File: config.mk
export PLATFORM = sky130hd
export DESIGN_NAME = lin_irq_unit
export DESIGN_NICKNAME = d
export VERILOG_FILES = /design/src/rtl/lin_irq_pkg.sv /design/src/rtl/lin_irq_ctrl.sv /design/src/rtl/lin_irq_status.sv /design/src/rtl/lin_irq_unit.sv
export SDC_FILE = /design/constraint.sdc
export NUM_CORES = 1
export LEC_CHECK = 0
export ABC_AREA = 1
export BUFFER_PORTS_ARGS = -buffer_cell sky130_fd_sc_hd__buf_2
export CAP_MARGIN = 20
export CORE_AREA = 2 2 39 41
export DETAILED_ROUTE_END_ITERATION = 8
export DIE_AREA = 0 0 41 43
export GPL_TIMING_DRIVEN = 0
export PLACE_DENSITY_LB_ADDON = 0.05
export SLEW_MARGIN = 25
export SYNTH_ARGS = -nofsm -noshare
export SYNTH_HDL_FRONTEND = slang
export SYNTH_SLANG_ARGS = --single-unit
File: constraint.sdc
create_clock -name clk -period 1 [get_ports clk]
set_input_delay 0.05 -clock clk [delete_from_list [all_inputs] [get_ports clk]]
set_output_delay 0.05 -clock clk [all_outputs]
set_load 0.01 [all_outputs]
File: src/rtl/lin_irq_pkg.sv
package lin_irq_pkg;
  localparam int NUM_SRC = 5;
  localparam int MASK_W  = NUM_SRC + 1;

  localparam int SRC_TXRDY  = 0;
  localparam int SRC_TXDONE = 1;
  localparam int SRC_BRK    = 2;
  localparam int SRC_COLL   = 3;
  localparam int SRC_NEGE   = 4;
  localparam int MSK_COMB   = NUM_SRC;

  typedef struct packed {
    logic [NUM_SRC-1:0] setStb;
    logic [NUM_SRC-1:0] clrStb;
    logic               clrAll;
    logic               maskLoad;
    logic               forceRdyMask;
  } ctlStb_t;
endpackage

File: src/rtl/lin_irq_ctrl.sv
module lin_irq_ctrl
  import lin_irq_pkg::*;
(
  input  logic              linEn,
  input  logic [NUM_SRC-1:0] evIn,
  input  logic              txFinished,
  input  logic [NUM_SRC-1:0] statClr,
  input  logic              maskWr,
  input  logic              sendChk,
  input  logic [MASK_W-1:0] maskQ,
  output ctlStb_t           stb
);
  logic collBlock;

  always_comb begin
    // combined mask only holds back collisions after transmit finished
    collBlock = maskQ[MSK_COMB] & txFinished;
    stb = '0;
    stb.setStb = evIn & {NUM_SRC{linEn}};
    stb.setStb[SRC_COLL] = evIn[SRC_COLL] & linEn & ~collBlock;
    stb.clrStb = statClr;
    stb.clrAll = ~linEn;
    stb.maskLoad = maskWr;
    stb.forceRdyMask = sendChk;
  end
endmodule

File: src/rtl/lin_irq_status.sv
module lin_irq_status
  import lin_irq_pkg::*;
#(
  parameter logic [MASK_W-1:0] MASK_RESET = '1
) (
  input  logic              clk,
  input  logic              rstN,
  input  ctlStb_t           stb,
  input  logic [MASK_W-1:0] maskWrData,
  output logic [NUM_SRC-1:0] statusQ,
  output logic [MASK_W-1:0] maskQ,
  output logic              irq
);
  logic [MASK_W-1:0]  maskNext;
  logic [NUM_SRC-1:0] effMask;

  for (genvar i = 0; i < NUM_SRC; i++) begin : g_stat
    always_ff @(posedge clk or negedge rstN) begin
      if (!rstN)               statusQ[i] <= 1'b0;
      else if (stb.clrAll)     statusQ[i] <= 1'b0;
      else if (stb.setStb[i])  statusQ[i] <= 1'b1;
      else if (stb.clrStb[i])  statusQ[i] <= 1'b0;
    end
  end

  always_comb begin
    maskNext = stb.maskLoad ? maskWrData : maskQ;
    if (stb.forceRdyMask) maskNext[SRC_TXRDY] = 1'b1;
  end

  always_ff @(posedge clk or negedge rstN) begin
    if (!rstN) maskQ <= MASK_RESET;
    else       maskQ <= maskNext;
  end

  always_comb begin
    effMask = maskQ[NUM_SRC-1:0];
    effMask[SRC_TXDONE] = maskQ[SRC_TXDONE] | maskQ[MSK_COMB];
    irq = |(statusQ & ~effMask);
  end
endmodule

File: src/rtl/lin_irq_unit.sv
module lin_irq_unit
  import lin_irq_pkg::*;
#(
  parameter logic [MASK_W-1:0] MASK_RESET = '1
) (
  input  logic              clk,
  input  logic              rstN,
  input  logic              linEn,
  input  logic [NUM_SRC-1:0] evIn,
  input  logic              txFinished,
  input  logic [NUM_SRC-1:0] statClr,
  input  logic              maskWr,
  input  logic [MASK_W-1:0] maskWrData,
  input  logic              sendChk,
  output logic [NUM_SRC-1:0] statusOut,
  output logic [MASK_W-1:0] maskOut,
  output logic              irqOut
);
  ctlStb_t stb;

  lin_irq_ctrl u_ctrl (
    .linEn(linEn), .evIn(evIn), .txFinished(txFinished), .statClr(statClr),
    .maskWr(maskWr), .sendChk(sendChk), .maskQ(maskOut), .stb(stb)
  );

  lin_irq_status #(.MASK_RESET(MASK_RESET)) u_dp (
    .clk(clk), .rstN(rstN), .stb(stb), .maskWrData(maskWrData),
    .statusQ(statusOut), .maskQ(maskOut), .irq(irqOut)
  );
endmodule

==> results of run 1 <==
cell type report:
cell class | instances | area [um^2] | share of cell area
Multi-Input combinational cell | 33 | 150 | 0.182
Timing Repair Buffer | 43 | 290 | 0.352
Sequential cell | 11 | 283 | 0.342
Buffer | 1 | 11.3 | 0.0136
Clock buffer | 4 | 26.3 | 0.0318
Tap cell | 16 | 20.0 | 0.0242
Inverter | 12 | 45.0 | 0.0545
power by group:
part / switching (uW) / total, uW / internal, uW / leakage [uW]
clock network: 146 / 301 / 154 / 0.0000150
registers: 25.7 / 521 / 495 / 0.000127
logic: 104 / 236 / 131 / 0.000314
total: 277 / 1060 / 780 / 0.000456
kinds of logic (layout without fill, tap and decap cells):
logic type | Yosys count | in the layout
buffers and inverters | 13 | 60
and+or+nand+nor | 21 | 21
AOI/OAI and AO/OA | 12 | 12
DFF | 11 | 11
placed cells by master (no fill, tap or decap):
| master | instances |
|---|---|
| buf_2 | 29 |
| nand2_1 | 12 |
| dlygate4sd3_1 | 10 |
| inv_1 | 8 |
| a21oi_1 | 6 |
| dfstp_2 | 6 |
| buf_6 | 5 |
| o21ai_1 | 5 |
| dfrtp_1 | 5 |
| inv_2 | 4 |
| nor2_1 | 4 |
| nand2_2 | 3 |
| clkbuf_4 | 3 |
| nor2_2 | 1 |
| nand3_1 | 1 |
| o21ai_0 | 1 |
| clkbuf_1 | 1 |
worst min-delay path by stage:
stage / endpoint / slack, ns / from
after floorplan: u_dp.statusQ[0]$_DFFE_PN0P_ / -0.25 / rstN
after global placement: u_dp.statusQ[0]$_DFFE_PN0P_ / -0.07 / rstN
after detailed placement: u_dp.statusQ[0]$_DFFE_PN0P_ / -0.07 / rstN
after CTS: u_dp.maskQ[4]$_DFFE_PN1P_ / 0.003 / maskWrData[4]
after global routing: u_dp.maskQ[4]$_DFFE_PN1P_ / 0.006 / maskWrData[4]
final: u_dp.statusQ[0]$_DFFE_PN0P_ / 0.003 / evIn[0]
per-layer routing:
layer  share of wire  wire length [um]  vias up  track usage
met5               0                 0        -            0
met4               0                 0        0       0.0800
met3           0.071                78        0       0.0471
met2            0.50               548       22        0.228
met1            0.43               476      216        0.175
li1                -                 -      266            -
registers in the layout, indices dropped and copies added (netlist names):
| register | count |
|---|---|
| u_dp.maskQ | 6 |
| u_dp.statusQ | 5 |
metrics by stage:
step / area, um^2 / worst slack [ns] / total power, uW / hold WS [ns] / util
floorplan: 479 / 0.103 / 608 / -0.246 / -
CTS: 791 / -0.284 / 1050 / 0.00293 / 0.571
global placement: 664 / -0.00495 / 705 / -0.0700 / 0.480
global route: 826 / -0.359 / 1130 / 0.00630 / 0.597
finish: 826 / -0.263 / 1060 / 0.00334 / 0.597
detailed placement: 664 / -0.00355 / 709 / -0.0707 / 0.480
timing repair:
item | in CTS | in global routing
gates resized for setup | 4 | 8
endpoints found under the setup margin | 1 | 7
cloned | 0 | 0
pin swaps | 3 | 3
hold buffers | 10 | 0
hold endpoints to repair | 20 | 0
critical path, cell delays in order, from the launching register on:
cell and delay (ns):
dfstp_2 0.54, inv_2 0.04, nand2_2 0.05, nand2_2 0.05
nor2_2 0.09, nand2_1 0.05, buf_2 0.13
==> parameters.txt, run 1 <==
Parameter                              Value

Clock tree
  # clock sinks ... 11
  CTS H-tree lvls ... 1
  Number of buffers inserted during clock tree synthesis ... 3
  Clock buffer depth ... 2
  Clock tree from TritonCTS ... built
  Register clock-pin slew on the reported worst setup and hold paths ... 0.07 ns
  Clock Latency Late Sink ... around 0.26 ns
  Library cell used as clock root buffer ... clkbuf_4
  Setup fix buffers added after clock tree synthesis ... 0

Synth
  Post-Synth Simple-Gate Area ... 0.167
  Top cell type by total area after synthesis ... dfstp_2
  Yosys warning total ... 0
  Most common cell in the synthesized netlist ... nand2_1
  Number of unique standard cell types used by synthesis ... 10
  Complex-gate fraction of the synthesized area ... 0.125
  Xor-xnor portion of the synthesized cell area ... 0
  Synth Area in Adders ... 0
  Mapped Cells ... between 50 and 60
  Top post-synthesis cells by count ... 15 x nand2_1, 12 x inv_1, 6 x a21oi_1, 6 x dfstp_2
  Proportion of register bits with asynchronous set or reset after synthesis ... 1.00
  Ys flop type ... dfstp_2
  Largest family of logic cells by synthesized area ... simple AND/OR/NAND/NOR gates
  Proportion of synthesized area in mux cells ... 0
  Biggest area contributors in the synthesized netlist ... dfstp_2 33%, dfrtp_1 26%, nand2_1 12%, inv_1 9.4%, a21oi_1 6.3%
  Synthesis-stage register bit count ... 11
  Netlist area before placement ... 479 um^2
  Fraction of post-synthesis cell area in the top cell type by area ... 0.329
  Average cell area after synthesis ... roughly 8.4 um^2
  Syn nets ... 79
  Count of flip-flops with a built-in enable after synthesis ... 0
  Part of the Yosys area used for sequential elements ... 0.590

Setup path
  Worst reg-to-reg setup slack ... 0.18 ns
  CP arrival ... about 1.2 ns
  Type of the worst setup path ... flop to output pin
  Worst reg2reg endpoint ... u_dp.statusQ[3]$_DFFE_PN0P_
  Critical Path Source ... u_dp.maskQ[0]$_DFFE_PN1P_
  Endpoint type of the worst setup path ... output pin
  Crit-path max FO ... 2
  Crit start category ... flop
  Reg2reg start ... u_dp.maskQ[5]$_DFFE_PN1P_
  Last element of the critical path ... irqOut
  Number of cells on the worst reg-to-reg path ... 3
  Worst endpoint required time ... 0.95 ns

Hold path
  Type of the most critical hold path ... input port to flop
  Number of stages on the worst hold path ... 3

Power and ir drop
  Power density normalized to cell area ... approximately 1300 nW/um^2
  Total leakage power ... roughly 0.00046 uW
  Max IR drop VDD ... about 850 uV

Global route
  Initial antenna violation count ... 0
  Largest net degree at the start of global routing ... 12
  Number of global-route vias before repair ... 430
  Overall routing resource usage ... 0.149
  Overflow left after global routing ... 0
  First-pass GRT wire length ... 1700 um

Timing
  Setup repair after global routing missed its margin ... true
  Final hold violation count ... 0
  Slew Limit Headroom ... 0.839
  Peak Freq ... 792 MHz
  Time the final worst path needs with I/O delays and setup ... roughly 1.3 ns
  Accumulated negative setup slack ... -0.263 ns
  Setup ws final ... -0.263 ns
  Setup Viol. Count Final ... 1
  Max-slew violations ... 0
  Slew of the pin with the lowest slew margin ... about 0.24 ns
  Setup skew after layout ... 0.0000501 ns
  Final worst-path cycle share ... 1.26

Layout
  Number of inserted filler cells in the final layout ... ~130
  Non-filler instance count after layout ... 120
  Share of layout cells above drive strength 1 ... 0.490
  Number of diodes ... 0
  Area growth syn-to-layout ... 72.3%
  Total Nets Final ... roughly 130

Routing
  Routed wire length per instance ... between 9 and 10 um
  Post-detailed-route count of antenna-violating nets ... 0
  Pre-Repair DR Iteration Count ... 4
  DRC violation count after routing ... 0
  Drt initial violations ... 3
  Via density per instance ... approximately 4.2
  Count of vias placed by the detailed router ... approximately 500
  Wire length after detailed routing ... approximately 1100 um

Place
  Cell Count Post-Placement ... roughly 110
  Gp weighted congestion ... 0.638
  Post-DP HPWL ... 811 um
  Count of port buffers added during placement ... 33

Floorplanning
  Placement Rows ... 14
  Initial Util ... 0.346
  Height of the die ... approximately 43 um
  Width of the chip ... slightly above 40 um
  Io pins ... 34
  Area enclosed by the die boundary ... between 1500 and 2000 um^2
  Floorplan Core Area ... between 1000 and 1500 um^2

Status
  Violations in the final reports ... setup timing
  Result of the run ... complete, but fails checks

Job
  Max-cap check violation count ... 0
No activity file was read; power rests on OpenSTA's default activity.
==> inputs of run 2 (changes only) <==
--- a/config.mk
+++ b/config.mk
@@ -13,6 +13,7 @@
 export DIE_AREA = 0 0 41 43
 export GPL_TIMING_DRIVEN = 0
 export PLACE_DENSITY_LB_ADDON = 0.05
+export SKIP_LAST_GASP = 1
 export SLEW_MARGIN = 25
 export SYNTH_ARGS = -nofsm -noshare
 export SYNTH_HDL_FRONTEND = slang
==> run 2 against run 1 <==
The flow still finishes with violations (setup timing). Via count unchanged. Setup slack about the same. Sequential cell count did not move. Sequential power hardly changed. Die area is the same. Register-to-register slack about the same. Combinational power down 2%.
==> parameters.txt, run 2 (synthesis results as in run 1) <==
Parameter                              Value

Job
  Max-cap check violation count ... 0

Timing
  Final worst-path cycle share ... 1.26
  Slew Limit Headroom ... 0.839
  Time the final worst path needs with I/O delays and setup ... about 1.3 ns
  Final hold violation count ... 0
  Setup ws final ... -0.263 ns
  Setup Viol. Count Final ... 1
  Setup skew after layout ... 0.0000501 ns
  Max-slew violations ... 0
  Slew of the pin with the lowest slew margin ... 0.241 ns
  Setup repair after global routing missed its margin ... true
  Worst hold slack after final layout ... approximately 0.0033 ns
  Peak Freq ... about 800 MHz

Global route
  Number of global-route vias before repair ... between 400 and 500
  Overflow left after global routing ... 0
  Largest net degree at the start of global routing ... 12
  Overall routing resource usage ... 0.149
  First-pass GRT wire length ... ~1700 um
  Initial antenna violation count ... 0

Floorplanning
  Initial Util ... 0.346
  Height of the die ... 43 um
  Floorplan Core Area ... ~1400 um^2
  Width of the chip ... around 40 um
  Placement Rows ... 14
  Area enclosed by the die boundary ... about 1800 um^2
  Io pins ... 34

Setup path
  Type of the worst setup path ... flop to output pin
  Max stage delay on crit path ... 0.54 ns
  Crit start category ... flop
  Top cell family by delay on the critical path ... flip-flops
  Most frequent cell on the critical path ... nand2_2
  Buffer and inverter count on the worst path ... 2
  CP arrival ... around 1.2 ns
  Worst endpoint required time ... roughly 0.95 ns
  Slowest cell on crit path ... dfstp_2
  Crit-path max FO ... 2
  Cell breakdown of the critical path ... inv_2 > nand2_2 > nand2_2 > nor2_2 > nand2_1 > buf_2
  Endpoint type of the worst setup path ... output pin

Place
  Post-DP HPWL ... 811 um
  Count of port buffers added during placement ... 33
  Gp weighted congestion ... between 0.6 and 0.7

Layout
  Flip-flop count of the largest register after layout ... 6
  Most frequent cells in the layout ... 30 x buf_2, 12 x nand2_1, 10 x dlygate4sd3_1
  Register with the highest flop count ... u_dp.maskQ
  Largest registers in the final layout ... u_dp.maskQ: 6 flops, u_dp.statusQ: 5 flops
  Number of diodes ... 0
  Commonest non-fill, non-tap cell in the layout ... buf_2
  Total Nets Final ... around 130
  Share of layout cells above drive strength 1 ... 0.490
  Layout Utilization ... 0.592
  Area growth syn-to-layout ... 71.0%

Routing
  Pre-Repair DR Iteration Count ... 4
  Via density per instance ... between 4 and 5
  Wire length after detailed routing ... about 1100 um
  DRC violation count after routing ... 0
  Count of vias placed by the detailed router ... slightly above 500
  Post-detailed-route count of antenna-violating nets ... 0
  Drt initial violations ... 3
  Routed wire length per instance ... 9.18 um

Power and ir drop
  Max IR drop VDD ... 848 uV
  Power density normalized to cell area ... approximately 1300 nW/um^2
  Total leakage power ... 0.000454 uW

Clock tree
  # clock sinks ... 11
  Register clock-pin slew on the reported worst setup and hold paths ... 0.07 ns
  Number of buffers inserted during clock tree synthesis ... 3
  Clock Latency Late Sink ... roughly 0.26 ns
  Clock tree from TritonCTS ... built
  Library cell used as clock root buffer ... clkbuf_4
  CTS H-tree lvls ... 1
  Setup fix buffers added after clock tree synthesis ... 0
  Clock buffer depth ... 2

Hold path
  Type of the most critical hold path ... input port to flop

Status
  Violations in the final reports ... setup timing
  Result of the run ... complete, but fails checks
## run 2: final timing paths
path	start	endpoint	slack (ns)	cells after the start
min in group asynchronous	rstN	u_dp.statusQ[2]$_DFFE_PN0P_	0.17	2
hold reg to reg	u_dp.maskQ[3]$_DFFE_PN1P_	u_dp.maskQ[3]$_DFFE_PN1P_	0.48	2
hold / removal	evIn[0]	u_dp.statusQ[0]$_DFFE_PN0P_	0.003	3
setup / recovery	u_dp.maskQ[0]$_DFFE_PN1P_	irqOut	-0.26	6
setup reg to reg	u_dp.maskQ[4]$_DFFE_PN1P_	u_dp.maskQ[4]$_DFFE_PN1P_	0.18	2
max in group asynchronous	rstN	u_dp.maskQ[4]$_DFFE_PN1P_	0.57	2
## run 2: where the power goes
group	leakage [uW]	switching (uW)	total [uW]	internal, uW
Sequential	0.000127	24.8	520	495
Clock	0.0000150	146	301	154
Combinational	0.000312	104	231	127
## run 2: tightest hold or removal path, delay by kind of cell
family	cells	cell delay, ns
compound gates	1	0.03
simple gates	1	0.07
buf+inv	1	0.07
## run 2: cell type report
type	count	area, um^2
Inverter	12	45.0
Clock buffer	4	26.3
Sequential cell	11	283
Multi-Input combinational cell	33	150
Fill cell	130	564
Tap cell	16	20.0
Buffer	1	11.3
Timing Repair Buffer	43	284
## run 2: through the flow
stage	area [um^2]	instances	setup TNS (ns)	total power, uW	setup slack, ns
floorplan	479	57	0	608	0.103
global placement	664	106	-0.00495	705	-0.00495
detailed placement	664	106	-0.00355	709	-0.00355
CTS	791	120	-0.284	1050	-0.284
global route	820	120	-0.384	1120	-0.359
finish	820	120	-0.263	1050	-0.263
## run 2: layer usage
metal  vias up  wire, um  GRT usage
li1        266         -          -
met1       216       476      0.175
met2        22       547      0.228
met3         0        78     0.0471
met4         0         0     0.0800
met5         -         0          0
## run 2: repair_timing
action / 4_1_cts / 5_1_grt
pin swaps: 3 / 3
setup endpoints to repair: 1 / 7
resized for setup: 4 / 7
hold buffers: 10 / 0
hold endpoints to repair: 20 / 0
